`config.mk`:
```
export PLATFORM = sky130hd
export DESIGN_NAME = tw_reg_master
export DESIGN_NICKNAME = d
export VERILOG_FILES = /design/src/rtl/tw_reg_pkg.sv /design/src/rtl/tw_half_timer.sv /design/src/rtl/tw_frame_shift.sv /design/src/rtl/tw_reg_master.sv
export SDC_FILE = /design/constraint.sdc
export NUM_CORES = 1
export LEC_CHECK = 0
export CORE_MARGIN = 4
export CORE_UTILIZATION = 50
export DETAILED_ROUTE_END_ITERATION = 12
export PLACE_DENSITY = 0.74
export SYNTH_ARGS = -nofsm -noshare
export SYNTH_HDL_FRONTEND = slang
export SYNTH_SLANG_ARGS = --single-unit
export TNS_END_PERCENT = 100
```
`constraint.sdc`:
```
create_clock -name clk -period 2.4 [get_ports clk]
set_clock_uncertainty 0.05 [all_clocks]
set_input_delay 0.72 -clock clk [delete_from_list [all_inputs] [get_ports clk]]
set_output_delay 0.72 -clock clk [all_outputs]
set_load 0.005 [all_outputs]
```
`src/rtl/tw_reg_pkg.sv`:
```
package tw_reg_pkg;
    typedef enum logic [3:0] {
        ST_IDLE,
        ST_LEAD,
        ST_SELECT,
        ST_BIT_LO,
        ST_BIT_HI,
        ST_TURN_LO,
        ST_TURN_HI,
        ST_READ_LO,
        ST_READ_HI,
        ST_TRAIL
    } tw_state_e;
endpackage

```
`src/rtl/tw_half_timer.sv`:
```
module tw_half_timer #(
    parameter int DIV = 4
) (
    input  logic clk,
    input  logic rst_n,
    input  logic run,
    output logic tick
);
    localparam int CW = (DIV > 1) ? $clog2(DIV) : 1;
    localparam logic [CW-1:0] LAST = CW'(DIV - 1);

    logic [CW-1:0] cnt_q;

    always_ff @(posedge clk or negedge rst_n) begin
        if (!rst_n)
            cnt_q <= '0;
        else if (!run || tick)
            cnt_q <= '0;
        else
            cnt_q <= cnt_q + 1'b1;
    end

    assign tick = run && (cnt_q == LAST);

    AST_TIMER_BOUND: assert property (@(posedge clk) disable iff (!rst_n)
        cnt_q <= LAST) else $error("timer out of range");
endmodule

```
`src/rtl/tw_frame_shift.sv`:
```
module tw_frame_shift #(
    parameter int TX_W = 25,
    parameter int RX_W = 16
) (
    input  logic            clk,
    input  logic            rst_n,
    input  logic            load,
    input  logic [TX_W-1:0] load_val,
    input  logic            tx_adv,
    input  logic            rx_adv,
    input  logic            din,
    output logic            tx_bit,
    output logic [RX_W-1:0] rx_word
);
    logic [TX_W-1:0] tx_q;
    logic [RX_W-1:0] rx_q;

    always_ff @(posedge clk or negedge rst_n) begin
        if (!rst_n)
            tx_q <= '0;
        else if (load)
            tx_q <= load_val;
        else if (tx_adv)
            tx_q <= {tx_q[TX_W-2:0], 1'b0};
    end

    always_ff @(posedge clk or negedge rst_n) begin
        if (!rst_n)
            rx_q <= '0;
        else if (rx_adv)
            rx_q <= {rx_q[RX_W-2:0], din};
    end

    assign tx_bit  = tx_q[TX_W-1];
    assign rx_word = rx_q;
endmodule

```
`src/rtl/tw_reg_master.sv`:
```
module tw_reg_master
    import tw_reg_pkg::*;
#(
    parameter int DIV    = 4,
    parameter int ADDR_W = 7,
    parameter int DATA_W = 16
) (
    input  logic              clk,
    input  logic              rst_n,
    input  logic              start,
    input  logic              rw,
    input  logic [ADDR_W-1:0] addr,
    input  logic [DATA_W-1:0] wdata,
    output logic              busy,
    output logic              done,
    output logic [DATA_W-1:0] rdata,
    output logic              bus_en_n,
    output logic              bus_clk,
    output logic              bus_dout,
    output logic              bus_doe,
    input  logic              bus_din
);
    localparam int HDR_W = 2 + ADDR_W;
    localparam int TX_W  = HDR_W + DATA_W;
    localparam int BW    = $clog2(TX_W + 1);

    tw_state_e         state_q, state_d;
    logic [BW-1:0]     bits_q;
    logic              rw_q;
    logic              done_q;
    logic [DATA_W-1:0] rdata_q;
    logic              tick;
    logic              tx_bit;
    logic [DATA_W-1:0] rx_word;
    logic              load;
    logic [TX_W-1:0]   load_val;
    logic              tx_adv;
    logic              rx_adv;
    logic              last_bit;

    assign load     = (state_q == ST_IDLE) && start;
    assign load_val = rw ? {1'b0, 1'b1, addr, {DATA_W{1'b0}}}
                         : {1'b0, 1'b0, addr, wdata};
    assign tx_adv   = tick && (state_q == ST_BIT_HI);
    assign rx_adv   = tick && (state_q == ST_READ_HI);
    assign last_bit = (bits_q == BW'(1));

    tw_half_timer #(.DIV(DIV)) u_timer (
        .clk   (clk),
        .rst_n (rst_n),
        .run   (state_q != ST_IDLE),
        .tick  (tick)
    );

    tw_frame_shift #(.TX_W(TX_W), .RX_W(DATA_W)) u_shift (
        .clk      (clk),
        .rst_n    (rst_n),
        .load     (load),
        .load_val (load_val),
        .tx_adv   (tx_adv),
        .rx_adv   (rx_adv),
        .din      (bus_din),
        .tx_bit   (tx_bit),
        .rx_word  (rx_word)
    );

    // state register
    always_ff @(posedge clk or negedge rst_n) begin
        if (!rst_n)
            state_q <= ST_IDLE;
        else
            state_q <= state_d;
    end

    // next state
    always_comb begin
        state_d = state_q;
        unique case (state_q)
            ST_IDLE:    if (start) state_d = ST_LEAD;
            ST_LEAD:    if (tick)  state_d = ST_SELECT;
            ST_SELECT:  if (tick)  state_d = ST_BIT_LO;
            ST_BIT_LO:  if (tick)  state_d = ST_BIT_HI;
            ST_BIT_HI:  if (tick)  state_d = !last_bit ? ST_BIT_LO
                                           : (rw_q ? ST_TURN_LO : ST_TRAIL);
            ST_TURN_LO: if (tick)  state_d = ST_TURN_HI;
            ST_TURN_HI: if (tick)  state_d = ST_READ_LO;
            ST_READ_LO: if (tick)  state_d = ST_READ_HI;
            ST_READ_HI: if (tick)  state_d = last_bit ? ST_TRAIL : ST_READ_LO;
            ST_TRAIL:   if (tick)  state_d = ST_IDLE;
            default:               state_d = ST_IDLE;
        endcase
    end

    // bit counter, direction, completion and result
    always_ff @(posedge clk or negedge rst_n) begin
        if (!rst_n) begin
            bits_q  <= '0;
            rw_q    <= 1'b0;
            done_q  <= 1'b0;
            rdata_q <= '0;
        end else begin
            done_q <= 1'b0;
            if (load) begin
                bits_q <= rw ? BW'(HDR_W) : BW'(TX_W);
                rw_q   <= rw;
            end else if (tick) begin
                unique case (state_q)
                    ST_BIT_HI:  bits_q <= last_bit ? BW'(DATA_W) : bits_q - 1'b1;
                    ST_READ_HI: bits_q <= bits_q - 1'b1;
                    ST_TRAIL: begin
                        done_q <= 1'b1;
                        if (rw_q) rdata_q <= rx_word;
                    end
                    default: ;
                endcase
            end
        end
    end

    // outputs
    always_comb begin
        busy     = (state_q != ST_IDLE);
        done     = done_q;
        rdata    = rdata_q;
        bus_en_n = (state_q == ST_IDLE) || (state_q == ST_LEAD);
        bus_clk  = (state_q == ST_BIT_HI) || (state_q == ST_TURN_HI)
                || (state_q == ST_READ_HI);
        bus_doe  = !((state_q == ST_READ_LO) || (state_q == ST_READ_HI));
        bus_dout = ((state_q == ST_BIT_LO) || (state_q == ST_BIT_HI)) ? tx_bit : 1'b0;
    end

    AST_DOUT_HELD: assert property (@(posedge clk) disable iff (!rst_n)
        bus_clk |-> $stable(bus_dout)) else $error("data moved while clock high");
    AST_RELEASE_IN_FRAME: assert property (@(posedge clk) disable iff (!rst_n)
        !bus_doe |-> !bus_en_n) else $error("line released outside a frame");
    AST_CLK_NEEDS_SELECT: assert property (@(posedge clk) disable iff (!rst_n)
        bus_en_n |-> !bus_clk) else $error("clock while deselected");
    AST_DONE_SINGLE: assert property (@(posedge clk) disable iff (!rst_n)
        done |=> !done) else $error("done longer than one cycle");
    AST_DONE_IDLE: assert property (@(posedge clk) disable iff (!rst_n)
        done |-> (!busy && bus_en_n)) else $error("done while active");
    AST_START_IGNORED: assert property (@(posedge clk) disable iff (!rst_n)
        (busy && start) |=> $stable(rw_q)) else $error("start taken while busy");
    AST_RDATA_ON_READ: assert property (@(posedge clk) disable iff (!rst_n)
        !$stable(rdata) |-> (done && rw_q)) else $error("rdata moved without read");
endmodule

```
==> impl_metrics.ini, run 1 <==
[routing]
routed_wl_mm = 6.512
dr.pass1.iters = 5
wl_per_cell_um = 15.65
ant_nets = 0
route.detailed.drc = 0
dr_total_vias = 2266
drt_iter0_markers = 115
vias_per_cell = 5.447

[worst_setup_path]
arrival_ns = 1.57
critPathCaptureType = output port
startpoint_type = flip-flop
worstRegToRegCells = 6
critPathMaxFanout = 5
required_ns = 1.63
path_class = flip-flop to output port

[clocking]
cts_tree = yes
clkSinkCount = 70
path_clk_slew_ns = 0.08
cts.htree.levels = 3
hold_buffers = 0
clk_path_buf_depth = 2
numCtsBuffers = 9
root_buffer = clkbuf_8
insertion_delay_ns = 0.34

[placed_design]
place.gp.congestion = 0.8640
pre_cts_ws_ns = 0.05952
dp_hpwl_mm = 4.328
portBuffers = 49

[pwr]
p_leak_nw = 1.964
p_int_mw = 2.584
seqPwrFrac_pct = 42.0
powerDensity_mw_per_mm2 = 963.5
switching_share_pct = 34.78
p_sw_mw = 1.378
fin_total_pwr_mw = 3.961
peakVddDrop_mv = 0.7442
combPwrFrac_pct = 35.4
clockPowerShare_pct = 22.6

[cells_and_area]
layout-drive-gt1-share_pct = 26.98
fill_cells = 468
syn_to_final_growth_pct = 29.68
insertedDiodeCount = 0
final_nets = 367

[logic_synthesis]
synthArstFlopShare_pct = 100.0
synthCells = 265
yosysWarningCount = 0
synth.largest_area_cell = dfrtp_1
synth_nets = 296
synth_area_mm2 = 0.003171
yosys.cell_types.count = 50
postSynthAreaPerCell_um2 = 11.96
netlist_top_cells_area = dfrtp_1 55%, mux2_2 8.9%, a22oi_1 5.4%
ys_top_cells_by_count = 70 x dfrtp_1, 46 x nand2_1, 25 x mux2_2
yosysMostFrequentCell = dfrtp_1
synth-seq-area-share_pct = 55.25
synth_edf_count = 0
synth_top_area_share_pct = 55.25
ys_seq_elements = 70
synth_flop_cell = dfrtp_1

[floorplanning]
chipWidth_um = 87.63
die_y_um = 87.63
core-area_mm2 = 0.006026
die_area_mm2 = 0.007679
start_util_pct = 52.62
ios = 50
row_count = 28

[timing]
holdWs_ns = 0.3257
setup_viol = 0
finalCriticalPeriod_ns = 2.337
drv_slew = 0
finalCritPeriodShare_pct = 97.36
fin_setup_tns_ns = 0
tightest_slew_ns = 0.5517
fmax_mhz = 428.0
hold_viol = 0
setup_ws_ns = 0.06335
slew_headroom_pct = 62.70

[job]
drv_cap = 0

[global_route]
grt_pass1_wl_mm = 10.99
grt_remaining_overflow = 0
groute.usage.overall_pct = 18.56
grt_pass1_vias = 2324
grt_max_degree = 71
antenna_found_initial = 0

[status]
status = complete, no violations

[hold_path]
min_path_type = input pin to async pin
## per-stage QoR
stage | cell area [um2] | instances | util (%)
floorplan | 3171 | 265 | -
global placement | 3824 | 389 | 63.46
detailed placement | 3824 | 389 | 63.46
global route | 4111 | 416 | 68.23
finish | 4111 | 416 | 68.23
CTS | 4099 | 415 | 68.02
## logic make-up after synthesis
family,share of synthesized area (%)
flip-flops,55.25
XOR/XNOR,0.5526
AO/OA/AOI/OAI,11.60
adder cells (fa/ha/maj),1.184
multiplexers,14.25
buffers and inverters,4.065
AND/OR/NAND/NOR,13.10
## timing repair
action,CTS,global route
resized for setup,11,1
setup buffers,10,1
endpoints found under the setup margin,5,3
pin swaps,1,3
## layout by cell type, fill, tap and decap left out, types with 2 or more instances in the layout
| cell | synthesis | final |
|---|---|---|
| inv_6 | 0 | 4 |
| a22oi_1 | 23 | 23 |
| mux2_2 | 25 | 25 |
| clkdlybuf4s50_1 | 0 | 43 |
| xor2_1 | 2 | 2 |
| nor4bb_1 | 2 | 2 |
| dfrtp_2 | 0 | 2 |
| dfrtp_1 | 70 | 68 |
| a311oi_1 | 2 | 2 |
| inv_1 | 7 | 7 |
| mux2i_1 | 2 | 2 |
| a21oi_1 | 5 | 5 |
| nor3b_1 | 3 | 2 |
| ha_1 | 3 | 3 |
| buf_4 | 0 | 24 |
| mux2_4 | 10 | 10 |
| nor2b_1 | 2 | 2 |
| buf_6 | 2 | 2 |
| clkbuf_8 | 0 | 9 |
| o21ai_0 | 2 | 2 |
| nor3_1 | 4 | 4 |
| nor2_2 | 1 | 2 |
| clkinvlp_4 | 0 | 2 |
| buf_12 | 0 | 3 |
| nand2_1 | 46 | 46 |
| dlygate4sd2_1 | 0 | 5 |
| a311o_1 | 2 | 2 |
| nor2_1 | 7 | 6 |
| o22ai_1 | 2 | 2 |
| and2_1 | 2 | 2 |
## flip-flops by register name, summed over array words and instances, names as in the netlist
register and flops:
rw_q 1, done 1, u_timer.cnt_q 2, u_shift.tx_q 25
state_q 4, u_shift.rx_word 16, bits_q 5, rdata 16
## routing by layer
metal / vias to the layer above / track usage (%) / part of all wire [%]
li1: 1089 / - / -
met1: 1118 / 24.77 / 46
met2: 51 / 28.70 / 46
met3: 8 / 6.585 / 6.0
met4: 0 / 5.439 / 1.1
met5: - / 0 / 0
## final timing paths
kind	start	endpoint	slack [ns]
max in group asynchronous	rst_n	state_q[3]	1.65
worst min-delay path	rst_n	state_q[0]	0.33
min in group clk	u_timer.cnt_q[0]	u_timer.cnt_q[0]	0.40
worst min register to register	u_timer.cnt_q[0]	u_timer.cnt_q[0]	0.40
worst max-delay path	state_q[3]	busy	0.06
worst max register to register	state_q[0]	bits_q[3]	0.33
## layout make-up
cell class,count,area (um2),share of cell area (%)
clock buffer,9,123.9,3.013
tap,75,93.84,2.282
timing repair buffer,78,742.0,18.05
sequential,70,1754,42.67
inverter,8,30.03,0.7304
clock inverter,7,61.31,1.491
multi-input combinational,169,1306,31.77
## worst max-delay path, stage by stage, from the launching register on
cell	delay, ns
dfrtp_2	0.44
buf_4	0.16
nor4_4	0.31
inv_2	0.06
dlygate4sd2_1	0.26
## power groups by stage
stage / sequential, mW / combinational [mW] / clock, mW
global route: 1.70 / 1.55 / 0.968
detailed placement: 1.70 / 1.22 / 0
floorplan: 1.62 / 0.857 / 0
CTS: 1.66 / 1.38 / 0.919
global placement: 1.69 / 1.19 / 0
finish: 1.66 / 1.40 / 0.896
Note: power is estimated with default switching activity, not from simulation.
==> run 2, diff against run 1 <==
CORE_MARGIN = unset   (was 4)
GPL_ROUTABILITY_DRIVEN = 1   (was unset)
==> run 2 against run 1 <==
Net effect:
- first-iteration DRC count grew 6.1%
- wire length shrank 4.1%
- worst setup slack gained 0.064 ns
- largest cell class unchanged
- final cell count shrank 0.96%
- via count grew 0.44%
==> impl_metrics.ini, run 2 (synthesized netlist as in run 1, its figures left out) <==
[pwr]
powerDensity_mw_per_mm2 = 952.0
peakVddDrop_mv = 0.6892
p_leak_nw = 1.973

[worst_setup_path]
critPathCaptureType = output port
required_ns = 1.63
startpoint_type = flip-flop
path_cells = buf_6 > nor4_4 > inv_2 > clkdlybuf4s15_1
critical-path-slowest-cell = dfrtp_1
crit_family = buffers and inverters
crit_path_max_incr_delay_ns = 0.43
critPathMaxFanout = 10
arrival_ns = 1.50
path_class = flip-flop to output port
critPathBufInv = 3

[cells_and_area]
largest_reg_flops = 25
layout_commonest_cell = dfrtp_1
insertedDiodeCount = 0
final_area_mm2 = 0.004091
layout-drive-gt1-share_pct = 26.11
top_register = u_shift.tx_q
final_nets = 363
fill_cells = 491
syn_to_final_growth_pct = 29.04
final_cell_mix = 68 x dfrtp_1, 46 x nand2_1, 43 x clkdlybuf4s50_1, 25 x mux2_2, 23 x a22oi_1

[timing]
finalCritPeriodShare_pct = 94.71
drv_slew = 0
rsz0062_at_grt = no
tightest_slew_ns = 0.7305
finalCriticalPeriod_ns = 2.273
slew_headroom_pct = 50.61
fin_setup_tns_ns = 0
setup_viol = 0
hold_viol = 0
fmax_mhz = 440.0

[routing]
wl_per_cell_um = 15.16
vias_per_cell = 5.524
dr.pass1.iters = 5
dr_total_vias = 2276
drt_iter0_markers = 122
routed_wl_mm = 6.245
route.detailed.drc = 0
ant_nets = 0

[placed_design]
place.gp.congestion = 0.8513
place_area_mm2 = 0.003831
dp_hpwl_mm = 4.180
portBuffers = 49

[floorplanning]
core-area_mm2 = 0.006026
die_y_um = 81.63
row_count = 28
die_area_mm2 = 0.006663
ios = 50
chipWidth_um = 81.63
start_util_pct = 52.62

[clocking]
cts.htree.levels = 3
cts_tree = yes
clk_path_buf_depth = 2
path_clk_slew_ns = 0.09
numCtsBuffers = 9
hold_buffers = 0
clkSinkCount = 70
root_buffer = clkbuf_8
insertion_delay_ns = 0.35

[global_route]
groute.usage.overall_pct = 21.68
grt_pass1_wl_mm = 10.52
antenna_found_initial = 0
grt_pass1_vias = 2166
grt_remaining_overflow = 0
grt_max_degree = 58

[status]
status = complete, no violations

[hold_path]
min_path_type = input pin to async pin

[job]
drv_cap = 0
-- run 2: per-layer routing --
metal / vias to the layer above / part of all wire [%] / global-route usage [%]
met4: 0 / 1.4 / 9.474
met2: 57 / 44 / 30.50
met1: 1126 / 49 / 30.25
li1: 1086 / - / -
met3: 7 / 5.2 / 7.444
met5: - / 0 / 0
-- run 2: worst paths after layout --
| path | start | end | slack (ns) | cells after the start |
|---|---|---|---|---|
| max in group asynchronous | rst_n | state_q[2] | 1.47 | 2 |
| min in group clk | u_timer.cnt_q[0] | u_timer.cnt_q[0] | 0.38 | 1 |
| worst min-delay path | rst_n | rdata[11] | 0.20 | 1 |
| worst min register to register | u_timer.cnt_q[0] | u_timer.cnt_q[0] | 0.38 | 1 |
| worst max-delay path | state_q[1] | busy | 0.13 | 4 |
| worst max register to register | state_q[0] | bits_q[3] | 0.25 | 6 |
-- run 2: timing repair --
action | CTS | global route
gates resized for setup | 7 | 6
pin swaps | 1 | 1
cloned | 0 | 0
buffers inserted | 3 | 3
setup endpoints to repair | 5 | 3
-- run 2: report_power, final --
| part | internal, mW | switching (mW) |
|---|---|---|
| Clock | 0.394 | 0.496 |
| Combinational | 0.692 | 0.618 |
| Sequential | 1.47 | 0.227 |
| Total | 2.55 | 1.34 |
-- run 2: per-stage QoR --
stage          power (mW)  setup WS, ns  util [%]  instances  hold slack (ns)
2_1_floorplan       2.481        0.3327         -        265           0.3650
3_3_place_gp        2.881       0.08830     63.58        390           0.3745
3_5_place_dp        2.929       0.05898     63.58        390           0.3823
4_1_cts             3.888       -0.1668     67.28        409           0.1857
5_1_grt             4.174       0.03167     67.90        412           0.2038
6_report            3.895        0.1270     67.90        412           0.1992
-- run 2: cell type report --
cell class | instances | area, um2 | area share (%)
sequential | 70 | 1754 | 42.87
multi-input combinational | 169 | 1304 | 31.87
timing repair buffer | 74 | 724.4 | 17.71
clock buffer | 9 | 123.9 | 3.028
tap | 75 | 93.84 | 2.294
clock inverter | 7 | 61.31 | 1.498
inverter | 8 | 30.03 | 0.7339
==> run 3, diff against run 2 <==
PLACE_DENSITY = unset   (was 0.74)
PLACE_DENSITY_LB_ADDON = 0.2   (was unset)
==> run 3 against run 2 <==
Net effect:
- register-to-register slack is essentially flat
- largest cell class unchanged
- worst setup slack lost 0.052 ns
- first-iteration DRC count shrank 32%
- die area is the same
- utilization grew 0.25 points
- total power is essentially flat
- sequential share of layout area shrank 0.16 points
- global-route usage shrank 0.33 points
- critical endpoint is now bus_clk
- worst hold slack gained 0.13 ns
- critical path type unchanged
- via count is essentially flat
==> impl_metrics.ini, run 3 (synthesized netlist as in run 1, its figures left out) <==
[status]
status = complete, no violations

[worst_setup_path]
required_ns = 1.63
path_cells = buf_4 > nor2b_2 > a21oi_1 > nor2_1 > dlygate4sd2_1
timing.rr.end = bits_q[3]
critical-path-slowest-cell = dfrtp_2
r2r_setup_slack_ns = 0.24
path_class = flip-flop to output port
worstRegToRegCells = 7
startpoint = state_q[2]
reg2reg_from = state_q[1]
critPathCaptureType = output port
startpoint_type = flip-flop
critPathMaxFanout = 5
crit_path_max_incr_delay_ns = 0.46
arrival_ns = 1.55

[placed_design]
dp.cells = 392
dp_hpwl_mm = 4.162
portBuffers = 49
place.gp.congestion = 0.7990

[floorplanning]
chipWidth_um = 81.63
row_count = 28
core-area_mm2 = 0.006026
die_y_um = 81.63
ios = 50
start_util_pct = 52.62
die_area_mm2 = 0.006663

[clocking]
numCtsBuffers = 9
path_clk_slew_ns = 0.08
clkSinkCount = 70
cts_tree = yes
cts.htree.levels = 3
insertion_delay_ns = 0.34
clk_path_buf_depth = 2
root_buffer = clkbuf_8

[cells_and_area]
layout-drive-gt1-share_pct = 28.20
top_register = u_shift.tx_q
layout_commonest_cell = dfrtp_1
final_nets = 370
insertedDiodeCount = 0
stdcell_count = 419
syn_to_final_growth_pct = 29.52
largest_reg_flops = 25
final_cell_mix = 68 x dfrtp_1, 46 x nand2_1, 43 x clkdlybuf4s50_1, 30 x buf_4, 25 x mux2_2

[hold_path]
min_path_type = input pin to async pin

[timing]
hold_viol = 0
slew_headroom_pct = 63.69
drv_slew = 0
setup_viol = 0
tightest_slew_ns = 0.5371
finalCriticalPeriod_ns = 2.325
fmax_mhz = 430.1
holdWs_ns = 0.3322
rsz0062_at_grt = no
finalCritPeriodShare_pct = 96.87

[pwr]
p_leak_nw = 1.979
switching_share_pct = 34.14
seqPwrFrac_pct = 42.8
p_int_mw = 2.565
combPwrFrac_pct = 35.7
p_sw_mw = 1.330
powerDensity_mw_per_mm2 = 948.5
fin_total_pwr_mw = 3.895
clockPowerShare_pct = 21.5
peakVddDrop_mv = 0.5752

[routing]
dr_total_vias = 2275
route.detailed.drc = 0
dr.pass1.iters = 6
drt_iter0_markers = 83
wl_per_cell_um = 14.94
routed_wl_mm = 6.259
vias_per_cell = 5.430
ant_nets = 0

[global_route]
grt_remaining_overflow = 0
top_usage_layer = met2
grt_use_met2_pct = 37.42
grt_use_met3_pct = 5.333
grt_pass1_vias = 2322
antenna_found_initial = 0
grt.met1_usage_pct = 24.71
groute.usage.overall_pct = 21.35
grt_max_degree = 71
grt_pass1_wl_mm = 10.60

[job]
drv_cap = 0
run 3: changes by cell type in the layout (fill, tap and decap cells not counted), moves of 2 or more:
| cell | previous run | this run |
|---|---|---|
| dlymetal6s2s_1 | 3 | 1 |
| clkinv_4 | 1 | 3 |
| clkinv_2 | 0 | 2 |
| dlygate4sd2_1 | 1 | 3 |
| buf_4 | 20 | 30 |
| buf_6 | 2 | 0 |
| inv_6 | 3 | 0 |
run 3: metrics by stage:
stage	cell area, um2	TNS (ns)	util [%]	worst slack, ns
2_1_floorplan	3171	0	-	0.3327
3_3_place_gp	3834	0	63.62	0.08185
3_5_place_dp	3834	0	63.62	0.04582
4_1_cts	4080	-0.003516	67.71	-0.003516
5_1_grt	4106	0	68.15	0.007930
6_report	4106	0	68.15	0.07504
run 3: worst max-delay path by stage:
| stage | to | depth (start not counted) | slack (ns) |
|---|---|---|---|
| floorplan | bus_dout | 6 | 0.33 |
| global placement | rdata[5] | 6 | 0.08 |
| detailed placement | rdata[0] | 6 | 0.05 |
| CTS | bus_en_n | 3 | -0.004 |
| global route | bus_dout | 5 | 0.008 |
| finish | bus_clk | 5 | 0.08 |
run 3: worst max-delay path, delay by kind of cell (launching register included):
kind,cells,cell delay [ns]
AO/OA/AOI/OAI,1,0.13
flip-flops,1,0.46
AND/OR/NAND/NOR,2,0.21
buffers and inverters,2,0.41
run 3: cell type report:
| cell class | instances | area (um2) |
|---|---|---|
| Sequential cell | 70 | 1754 |
| Inverter | 8 | 30.03 |
| Timing Repair Buffer | 81 | 744.5 |
| Tap cell | 75 | 93.84 |
| Multi-Input combinational cell | 169 | 1309 |
| Clock inverter | 7 | 51.30 |
| Fill cell | 486 | 1919 |
| Clock buffer | 9 | 123.9 |
run 3: power by group through the flow:
stage | clock network, mW | registers [mW] | logic, mW
after global placement | 0 | 1.70 | 1.19
after CTS | 0.860 | 1.67 | 1.36
after detailed placement | 0 | 1.71 | 1.23
final | 0.836 | 1.67 | 1.39
after global routing | 0.912 | 1.70 | 1.54
after floorplan | 0 | 1.62 | 0.857
run 3: per-layer routing:
metal  vias up  wire length (um)
met2        48              3144
li1       1095                 -
met4         0               110
met1      1123              2742
met5         -                 0
met3         9               261
run 3: timing repair:
item | CTS | global route
hold buffers | 0 | 0
gates resized for setup | 9 | 4
pin swaps | 2 | 1
endpoints found under the setup margin | 5 | 2
setup buffers | 8 | 3
